### src/rtl/usb_line_monitor.sv
module usb_line_monitor #(
  parameter int RESET_US = 3,
  parameter int DISC_US  = 3,
  parameter int CONN_US  = 3,
  parameter int EOP_BITS = 1
) (
  input  logic       clk,
  input  logic       rst_n,
  input  logic       low_speed,
  input  logic       us_tick,
  input  logic       bit_strobe,
  input  logic       dp_se,
  input  logic       dm_se,
  input  logic       diff_rx,
  output logic [1:0] line_state,
  output logic       sop,
  output logic       eop,
  output logic       bus_reset,
  output logic       disconnect,
  output logic       connect
);

  localparam int SE0_MAX = (RESET_US > DISC_US) ? RESET_US : DISC_US;
  localparam int UW = $clog2(SE0_MAX + 1);
  localparam int CW = $clog2(CONN_US + 1);
  localparam int BW = $clog2(EOP_BITS + 1);

  localparam logic [1:0] LS_SE0 = 2'b00;
  localparam logic [1:0] LS_J   = 2'b01;
  localparam logic [1:0] LS_K   = 2'b10;
  localparam logic [1:0] LS_SE1 = 2'b11;

  logic [1:0]    cls, st, prev;
  logic [BW-1:0] se0_bits;
  logic [UW-1:0] se0_us;
  logic [CW-1:0] hi_us;
  logic          in_se0;

  always_comb begin
    case ({dp_se, dm_se})
      2'b00:   cls = LS_SE0;
      2'b11:   cls = LS_SE1;
      default: cls = (diff_rx ^ low_speed) ? LS_J : LS_K;
    endcase
  end

  assign in_se0 = (st == LS_SE0);

  always_ff @(posedge clk) begin
    if (!rst_n) begin
      st         <= LS_SE0;
      prev       <= LS_SE0;
      se0_bits   <= '0;
      se0_us     <= '0;
      hi_us      <= '0;
      bus_reset  <= 1'b0;
      disconnect <= 1'b0;
      connect    <= 1'b0;
    end else begin
      st   <= cls;
      prev <= st;

      if (!in_se0)
        se0_bits <= '0;
      else if (bit_strobe && se0_bits != BW'(EOP_BITS))
        se0_bits <= se0_bits + 1'b1;

      if (!in_se0)
        se0_us <= '0;
      else if (us_tick && se0_us != UW'(SE0_MAX))
        se0_us <= se0_us + 1'b1;

      if (in_se0)
        hi_us <= '0;
      else if (us_tick && hi_us != CW'(CONN_US))
        hi_us <= hi_us + 1'b1;

      bus_reset  <= in_se0 && us_tick && se0_us == UW'(RESET_US - 1);
      disconnect <= in_se0 && us_tick && se0_us == UW'(DISC_US - 1);
      connect    <= !in_se0 && us_tick && hi_us == CW'(CONN_US - 1);
    end
  end

  assign line_state = st;
  assign sop = (prev == LS_J) && (st == LS_K);
  assign eop = (prev == LS_SE0) && (st == LS_J) && (se0_bits == BW'(EOP_BITS));

  a_r3_sop_from_idle: assert property (@(posedge clk) disable iff (!rst_n)
    sop |-> $past(line_state) == LS_J);

  a_r4_eop_after_se0: assert property (@(posedge clk) disable iff (!rst_n)
    eop |-> $past(line_state) == LS_SE0 && line_state == LS_J);

  a_r5_no_eop_from_se1: assert property (@(posedge clk) disable iff (!rst_n)
    $past(line_state) == LS_SE1 |-> !eop);

  a_r6_reset_in_se0: assert property (@(posedge clk) disable iff (!rst_n)
    bus_reset |-> $past(line_state) == LS_SE0);

  a_r7_disc_in_se0: assert property (@(posedge clk) disable iff (!rst_n)
    disconnect |-> $past(line_state) == LS_SE0);

  a_r8_connect_not_se0: assert property (@(posedge clk) disable iff (!rst_n)
    connect |-> $past(line_state) != LS_SE0);

  a_r9_reset_single: assert property (@(posedge clk) disable iff (!rst_n)
    bus_reset |=> !bus_reset);

  a_r9_disc_single: assert property (@(posedge clk) disable iff (!rst_n)
    disconnect |=> !disconnect);

  a_r9_connect_single: assert property (@(posedge clk) disable iff (!rst_n)
    connect |=> !connect);

endmodule

### config.mk
export PLATFORM = sky130hd
export DESIGN_NAME = usb_line_monitor
export DESIGN_NICKNAME = d
export VERILOG_FILES = /design/src/rtl/usb_line_monitor.sv
export SDC_FILE = /design/constraint.sdc
export NUM_CORES = 1
export LEC_CHECK = 0
export BUFFER_PORTS_ARGS = -buffer_cell sky130_fd_sc_hd__buf_2
export CAP_MARGIN = 10
export CORE_AREA = 4 4 41 43
export CTS_CLUSTER_DIAMETER = 50
export DETAILED_ROUTE_END_ITERATION = 16
export DIE_AREA = 0 0 45 47
export PLACE_DENSITY = 0.6
export SYNTH_ARGS = -nofsm -noshare
export SYNTH_HDL_FRONTEND = slang
export SYNTH_SLANG_ARGS = --single-unit
### constraint.sdc
create_clock -name clk -period 1.45 [get_ports clk]
set_clock_uncertainty 0.05 [all_clocks]
set_input_delay 0.2175 -clock clk [delete_from_list [all_inputs] [get_ports clk]]
set_output_delay 0.2175 -clock clk [all_outputs]
set_load 0.05 [all_outputs]
==> results of run 1 <==
-- synthesized netlist by cell type --
library cell and count:
a211oi_2 2, a21oi_1 1, and2_1 2, and2b_4 2
buf_4 1, dfxtp_1 11, ha_1 5, inv_1 2
nand2_1 4, nand3_1 1, nand3b_1 2, nor2_1 7
nor2_2 2, nor3_1 1, nor4bb_1 1, o21ai_1 2
xnor2_1 3
-- repair_timing --
| action | CTS | global route |
|---|---|---|
| endpoints found under the setup margin | 2 | 1 |
| gates cloned | 0 | 0 |
| resized for setup | 2 | 2 |
-- metrics by stage --
stage / instances / power, mW / setup slack, ns / area (um^2)
floorplan: 49 / 0.4422 / 0.02601 / 514.2
global placement: 77 / 0.4715 / 0.2660 / 595.6
detailed placement: 77 / 0.4737 / 0.2517 / 595.6
CTS: 81 / 0.6957 / 0.00007905 / 626.9
global route: 81 / 0.7246 / 0.001215 / 631.9
finish: 81 / 0.6811 / 0.05384 / 631.9
-- layout make-up --
class | count | area share, %
Clock buffer | 4 | 4.158
Tap cell | 15 | 2.970
Sequential cell | 11 | 35.45
Multi-Input combinational cell | 35 | 43.76
Timing Repair Buffer | 14 | 12.48
Inverter | 2 | 1.188
-- worst max-delay path: stages, from the launching register on --
cell      delay (ns)
dfxtp_2         0.34
nand3b_1        0.19
nor3_4          0.12
buf_4           0.21
-- per-layer routing --
| metal | track usage [%] | part of all wire (%) | vias to the layer above | wire (um) |
|---|---|---|---|---|
| met4 | 10.53 | 1.5 | 0 | 12 |
| met5 | 0 | 0 | - | 0 |
| li1 | - | - | 196 | - |
| met1 | 10.55 | 44 | 167 | 360 |
| met2 | 12.43 | 48 | 11 | 390 |
| met3 | 4.598 | 6.4 | 2 | 52 |
-- state kept, by name, indices dropped and copies added (netlist names) --
register    count
se0_us          2
disconnect      1
prev            2
hi_us           2
connect         1
se0_bits        1
line_state      2
-- worst max-delay path by stage --
stage,slack [ns],end,depth (start not counted)
after global placement,0.27,sop,2
after detailed placement,0.25,sop,2
final,0.05,eop,3
after global routing,0.001,eop,3
after CTS,0.00008,sop,2
after floorplan,0.03,sop,1
-- power by group --
group	total (mW)	switching, mW	internal [mW]
Sequential	0.346	0.0220	0.324
Clock	0.214	0.108	0.106
Combinational	0.121	0.0695	0.0512
Total	0.681	0.199	0.482
-- cell families (layout without fill, tap and decap cells) --
logic type               count (synthesis)  after routing  synth area share (%)
AO/OA/AOI/OAI                            5              5                 8.246
XOR/XNOR                                 3              3                 5.413
adder cells (fa/ha/maj)                  5              5                 12.89
buffers and inverters                    3             20                 3.094
flip-flops                              11             11                 45.36
AND/OR/NAND/NOR                         22             22                 25.00
==> run summary, run 1 <==
Area Overhead vs Synth - 30.15%
minimum clock period after layout - 1.396 ns
Max Fclk - 0.7163 GHz
Routed Wire Length - 817 um
layout filler cell count - 133
Worst Hold Class - in2reg
Reg2Reg Depth - 4
PortBufs - 14
total number of yosys warnings - 0
final core utilization - 48.56%
Skew-Pair Late Insertion Delay - 0.27 ns
largest net degree at the start of global routing - 8
DR vias - 376
# diodes - 0
Hold Crit Depth - 3
Tightest Pin Transition - 0.2896 ns
setup TNS - 0 ns
first-pass GRT wire length - 1.304 mm
First-pass DRT Iterations - 3
TritonCTS clock tree - done
multi-input logic area - 276.5 um^2
count of unique library cells instantiated by Yosys - 17
Post-CTS Setup Inserts - 0
total gr overflow - 0
Peak VDD IR - 0.0004059 V
Reg-to-Reg Start - hi_us[0]
Syn Nets - 62
row cnt - 13
maximum root-to-sink buffer count - 2
Clock Sink Count - 11
worst setup path start - line_state[1]
chip width - 45 um
htree depth - 1
Power Density - 1078 mW/mm^2
Final #Nets - 80
CP max FO - 6
Hold-fix buffers, CTS - 0
Initial Util - 37.31%
fin. max-slew vios - 0
core area - 0.001301 mm^2
via/cell ratio - 4.642
CP Capture Type - primary output
final worst path period share - 96.29%
post-route ant nets - 0
# DRC - 0
GRT Util Overall - 9.509%
DR iter-0 viols - 4
DIE AREA - 0.002115 mm^2
Placer Congestion - 0.6528
Synth area leaders - dfxtp_1, ha_1, nor2_1
share of layout cells above drive strength 1 - 42.42%
Post-Syn Instances - 49
Synth Register Bits - 11
Die Y - 47 um
most frequent cells in the layout - buf_2, dfxtp_1, nor2_1
Netlist Area Pre-Place - 485.5 um^2
Clock Tree Root - clkbuf_4
CP Class - reg2out
hold_sp - bit_strobe
RR Endpoint - hi_us[1]
total I/O pin count - 15
Synth top area share - 45.36%
CP Data Arrival Time - 1.13 ns
Syn Area/Cell - 9.907 um^2
leakage power - 0.2804 nW
Worst EP required - 1.18 ns
unrepaired setup endpoints after global routing - no
share of the yosys chip area belonging to registers - 45.36%
Max-slew headroom - 80.57%
hold slack - 0.1056 ns
Hold Violations, Final - 0
initial antenna violation count - 0
R2R setup slack - 0.31 ns
vias in the first global route - 316
Clock transition at path regs - 0.07 ns
Detailed Place HPWL - 626.2 um
status - complete, no violations
startpoint types - flip-flop
commonest non-fill, non-tap cell in the layout - buf_2
register area - 224.0 um^2
Max-cap violations - 0
total CTS buffers - 3
cell accounting for the most synthesized area - dfxtp_1
final setup vio count - 0
Hold Path End - se0_bits
Routed wire per std cell - 10.09 um
Note: power is estimated with default switching activity, not from simulation.
==> inputs of run 2 (changes only) <==
--- a/config.mk
+++ b/config.mk
@@ -7,11 +7,12 @@
 export LEC_CHECK = 0
 export BUFFER_PORTS_ARGS = -buffer_cell sky130_fd_sc_hd__buf_2
 export CAP_MARGIN = 10
-export CORE_AREA = 4 4 41 43
+export CORE_AREA = 2 2 39 41
 export CTS_CLUSTER_DIAMETER = 50
 export DETAILED_ROUTE_END_ITERATION = 16
-export DIE_AREA = 0 0 45 47
-export PLACE_DENSITY = 0.6
+export DIE_AREA = 0 0 41 43
+export PLACE_DENSITY = 0.62
+export SKIP_LAST_GASP = 1
 export SYNTH_ARGS = -nofsm -noshare
 export SYNTH_HDL_FRONTEND = slang
 export SYNTH_SLANG_ARGS = --single-unit
==> constraint.sdc (replaced) <==
create_clock -name clk -period 1.2 [get_ports clk]
set_clock_uncertainty 0.05 [all_clocks]
set_input_delay 0.18 -clock clk [delete_from_list [all_inputs] [get_ports clk]]
set_output_delay 0.18 -clock clk [all_outputs]
set_load 0.05 [all_outputs]
==> run summary, run 2 (same netlist as run 1, synthesis figures left out) <==
status - finished, violations left
violated checks - setup timing
Placer Congestion - 0.6505 (-0.35%)
post-route ant nets - 0 (unchanged)
largest net degree at the start of global routing - 8 (unchanged)
# DRC - 0 (unchanged)
First-pass DRT Iterations - 2 (-1)
Clock Tree Root - clkbuf_4
Skew-Pair Late Insertion Delay - 0.26 ns (about the same)
Routed Wire Length - 811 um (-0.73%)
Max-slew headroom - 79.42% (-1.1 points)
CP Class - reg2out
startpoint types - flip-flop
Die Y - 43 um (-8.5%)
Power Density - 1217 mW/mm^2 (+13%)
Max-cap violations - 0 (unchanged)
CP Data Arrival Time - 1.11 ns (-0.02 ns)
Tightest Pin Transition - 0.3066 ns (+0.01704 ns)
initial antenna violation count - 0 (unchanged)
GRT Util Overall - 11.27% (+1.8 points)
most frequent cells in the layout - buf_2, dfxtp_1, nor2_1
setup TNS - -0.2608 ns (-0.2608 ns)
DIE AREA - 0.001763 mm^2 (-17%)
Worst EP required - 0.97 ns (-0.21 ns)
total CTS buffers - 3 (unchanged)
delay-heaviest family, CP - flip-flops
Worst Hold Class - in2reg
Clock Sink Count - 11 (unchanged)
via/cell ratio - 4.337 (-6.6%)
layout filler cell count - 137 (+3.0%)
PortBufs - 14 (unchanged)
vias in the first global route - 342 (+8.2%)
Initial Util - 35.08% (-2.2 points)
minimum clock period after layout - 1.335 ns
leakage power - 0.3057 nW (+9.0%)
final setup vio count - 3 (+3)
TritonCTS clock tree - done
CP Capture Type - primary output
Final #Nets - 84 (+5.0%)
total I/O pin count - 15 (unchanged)
final worst path period share - 111.3%
DR vias - 373 (-0.80%)
Hold Violations, Final - 0 (unchanged)
CP max stage delay - 0.34 ns (about the same)
CP max FO - 2 (-4)
chip width - 41 um (-8.9%)
share of layout cells above drive strength 1 - 45.71% (+3.3 points)
Max Fclk - 0.7490 GHz
crit path cell chain - nand3b_1 > nor3_4 > buf_6
fin. max-slew vios - 0 (unchanged)
Area Overhead vs Synth - 41.75%
Clock transition at path regs - 0.07 ns (about the same)
# diodes - 0 (unchanged)
commonest non-fill, non-tap cell in the layout - buf_2
placed instance count - 80 (+3.9%)
Bufs and invs on worst path - 1 (unchanged)
row cnt - 14 (+1)
Peak VDD IR - 0.0006202 V (+53%)
core area - 0.001384 mm^2 (+6.3%)
maximum root-to-sink buffer count - 2 (unchanged)
first-pass GRT wire length - 1.317 mm (+1.0%)
total gr overflow - 0 (unchanged)
unrepaired setup endpoints after global routing - yes
DR iter-0 viols - 2 (-2)
Crit-path slowest cell - dfxtp_4
Detailed Place HPWL - 607.6 um (-3.0%)
Routed wire per std cell - 9.430 um (-6.5%)
Final Instance Count excl. Fillers - 86 (+6.2%)
htree depth - 1 (unchanged)
DP Worst Slack - 0.02034 ns (-0.2313 ns)
fin worst setup slack - -0.1351 ns (-0.1889 ns)
-- run 2: changes by cell type in the layout (fill, tap and decap cells not counted) --
cell,delta
buf_2,-2
buf_4,+2
buf_6,+4
dfxtp_2,-2
dfxtp_4,+2
-- run 2: repair_timing --
item	CTS	global route
endpoints found under the hold margin	0	0
resized for setup	6	6
setup endpoints to repair	3	4
buffers inserted	1	1
hold buffers	0	0
pin swaps	2	0
-- run 2: cell type report --
type	count	area, um^2	area share, %
Clock buffer	4	26.28	3.818
Tap cell	16	20.02	2.909
Sequential cell	11	229.0	33.27
Timing Repair Buffer	18	128.9	18.73
Multi-Input combinational cell	35	276.5	40.18
Inverter	2	7.507	1.091
-- run 2: path summary, 6_finish.rpt --
kind | startpoint | to | depth (start not counted) | slack (ns)
max reg2reg | se0_us[0] | se0_us[1] | 4 | 0.06
max | line_state[1] | eop | 3 | -0.14
min | bit_strobe | se0_bits | 3 | 0.07
min reg2reg | se0_bits | se0_bits | 2 | 0.45
-- run 2: worst min-delay path, stage by stage --
cell and delay [ns]:
buf_2 0.07, nor2_1 0.03, nor2_1 0.07
-- run 2: power breakdown --
group	total (mW)	internal (mW)	leakage (nW)	switching [mW]
Combinational	0.180	0.0855	0.199	0.0948
Sequential	0.414	0.391	0.0918	0.0230
Clock	0.244	0.128	0.0150	0.116
-- run 2: per-layer routing --
layer | track usage, % | vias up | routed length (um)
met5 | 0 | - | 0
met4 | 10.00 | 0 | 12
met3 | 3.141 | 2 | 30
met2 | 15.00 | 10 | 354
met1 | 13.92 | 158 | 414
li1 | - | 203 | -
-- run 2: metrics by stage --
| stage | power (mW) | instance area [um^2] | hold slack [ns] | util [%] |
|---|---|---|---|---|
| global placement | 0.5761 | 616.8 | 0.3325 | 44.57 |
| detailed placement | 0.5801 | 616.8 | 0.3401 | 44.57 |
| global route | 0.8888 | 688.2 | 0.07876 | 49.73 |
| CTS | 0.8333 | 668.1 | 0.06507 | 48.28 |
| finish | 0.8377 | 688.2 | 0.07420 | 49.73 |
| floorplan | 0.5342 | 519.2 | 0.2438 | - |
==> inputs of run 3 (changes only) <==
--- a/config.mk
+++ b/config.mk
@@ -11,7 +11,7 @@
 export CTS_CLUSTER_DIAMETER = 50
 export DETAILED_ROUTE_END_ITERATION = 16
 export DIE_AREA = 0 0 41 43
-export PLACE_DENSITY = 0.62
+export PLACE_DENSITY = 0.6
 export SKIP_LAST_GASP = 1
 export SYNTH_ARGS = -nofsm -noshare
 export SYNTH_HDL_FRONTEND = slang
==> constraint.sdc (replaced) <==
create_clock -name clk -period 1.5 [get_ports clk]
set_clock_uncertainty 0.05 [all_clocks]
set_input_delay 0.225 -clock clk [delete_from_list [all_inputs] [get_ports clk]]
set_output_delay 0.225 -clock clk [all_outputs]
set_load 0.05 [all_outputs]
==> run summary, run 3 (same netlist as run 1, synthesis figures left out) <==
crit path cell chain - nand3b_1 > nor3_4 > buf_4
hold_sp - bit_strobe
row cnt - 14 (unchanged)
Final #Nets - 80 (-4.8%)
total gr overflow - 0 (unchanged)
Power Density - 1025 mW/mm^2 (-16%)
share of layout cells above drive strength 1 - 39.39% (-6.3 points)
hold slack - 0.1115 ns (+0.03731 ns)
Reg2Reg Depth - 4 (unchanged)
leakage power - 0.2796 nW (-8.5%)
CP Class - reg2out
Die Y - 43 um (unchanged)
First-pass DRT Iterations - 2 (unchanged)
GRT Util Overall - 11.78% (+0.51 points)
core area - 0.001384 mm^2 (unchanged)
largest net degree at the start of global routing - 8 (unchanged)
register area - 221.5 um^2 (-3.3%)
DR iter-0 viols - 4 (+2)
Final Instance Count excl. Fillers - 82 (-4.7%)
via/cell ratio - 4.439 (+2.3%)
Crit-path slowest cell - dfxtp_1
Tightest Pin Transition - 0.2740 ns (-0.03258 ns)
total CTS buffers - 3 (unchanged)
Worst Hold Class - in2reg
CP Data Arrival Time - 1.15 ns (+0.04 ns)
first-pass GRT wire length - 1.228 mm (-6.8%)
DR vias - 364 (-2.4%)
Routed Wire Length - 771 um (-4.9%)
Routed wire per std cell - 9.402 um (-0.29%)
# DRC - 0 (unchanged)
R2R setup slack - 0.37 ns (+0.31 ns)
Clock transition at path regs - 0.07 ns (about the same)
minimum clock period after layout - 1.424 ns
Hold-fix buffers, CTS - 0 (unchanged)
Hold Violations, Final - 0 (unchanged)
setup TNS - 0 ns (+0.2608 ns)
fin. max-slew vios - 0 (unchanged)
status - complete, no violations
CP Capture Type - primary output
Hold Crit Depth - 3 (unchanged)
Skew-Pair Late Insertion Delay - 0.26 ns (about the same)
post-route ant nets - 0 (unchanged)
Area Overhead vs Synth - 29.90%
Worst EP required - 1.22 ns (+0.25 ns)
initial antenna violation count - 0 (unchanged)
Initial Util - 35.08% (unchanged)
total I/O pin count - 15 (unchanged)
chip width - 41 um (unchanged)
Placer Congestion - 0.6628 (+1.9%)
DIE AREA - 0.001763 mm^2 (unchanged)
htree depth - 1 (unchanged)
Clock Tree Root - clkbuf_4
maximum root-to-sink buffer count - 2 (unchanged)
vias in the first global route - 328 (-4.1%)
Max-slew headroom - 81.61% (+2.2 points)
most frequent cells in the layout - buf_2, dfxtp_1, nor2_1
final setup vio count - 0 (-3)
Detailed Place HPWL - 602.5 um (-0.84%)
Reg-to-Reg Start - hi_us[0]
CP max FO - 6 (+4)
multi-input logic area - 276.5 um^2 (unchanged)
TritonCTS clock tree - done
Hold Path End - se0_bits
Max-cap violations - 0 (unchanged)
# diodes - 0 (unchanged)
PortBufs - 14 (unchanged)
Clock Sink Count - 11 (unchanged)
layout filler cell count - 136 (-0.73%)
commonest non-fill, non-tap cell in the layout - buf_2
placed instance count - 78 (-2.5%)
RR Endpoint - hi_us[0]
Peak VDD IR - 0.0003768 V (-39%)
final worst path period share - 94.93%
Max Fclk - 0.7023 GHz
CP max stage delay - 0.34 ns (about the same)
startpoint types - flip-flop
## run 3: changes by cell type in the layout (fill, tap and decap cells not counted), sizes merged
cell	previous run	this run
buf	18	14
## run 3: timing repair
| item | in CTS | in global routing |
|---|---|---|
| resized for setup | 1 | 3 |
| buffers inserted | 0 | 0 |
| endpoints found under the setup margin | 1 | 2 |
## run 3: per-stage QoR
stage                     area (um^2)  setup slack [ns]  utilization (%)  total power [mW]
after floorplan                 513.0           -0.1306                -            0.4269
after global placement          595.6            0.3100            43.04            0.4553
final                           630.6           0.07606            45.57            0.6466
after detailed placement        595.6            0.2881            43.04            0.4572
after CTS                       624.3          0.006647            45.12            0.6640
after global routing            630.6          -0.01064            45.57            0.6961
## run 3: worst max path at each step
stage,startpoint,end,depth (start not counted)
after global placement,prev[0],sop,2
after floorplan,line_state[1],sop,1
final,line_state[1],eop,3
after CTS,line_state[1],eop,3
after global routing,line_state[1],eop,3
after detailed placement,prev[0],sop,2
## run 3: where the power goes
| part | switching, mW | leakage [nW] | internal, mW |
|---|---|---|---|
| registers | 0.0210 | 0.0904 | 0.313 |
| clock network | 0.0937 | 0.0150 | 0.103 |
| logic | 0.0670 | 0.174 | 0.0496 |
| total | 0.182 | 0.280 | 0.465 |
## run 3: metal layers
layer  vias to the layer above  global-route usage, %  share of wire [%]
li1                        196                      -                  -
met1                       154                  10.71                 42
met2                        12                  15.94                 50
met3                         2                  6.283                4.8
met4                         0                  14.00                2.5
met5                         -                      0                  0
## run 3: critical path, delay by kind of cell (launching register included)
| kind | cells | cell delay [ns] |
|---|---|---|
| flip-flops | 1 | 0.34 |
| buffers and inverters | 1 | 0.22 |
| AND/OR/NAND/NOR | 2 | 0.32 |
## run 3: layout make-up
| cell class | instances | share of cell area (%) |
|---|---|---|
| clock buffers | 4 | 4.167 |
| well taps | 16 | 3.175 |
| multi-input cells | 35 | 43.85 |
| repair buffers | 14 | 12.50 |
| inverters | 2 | 1.190 |
| flip-flops and latches | 11 | 35.12 |
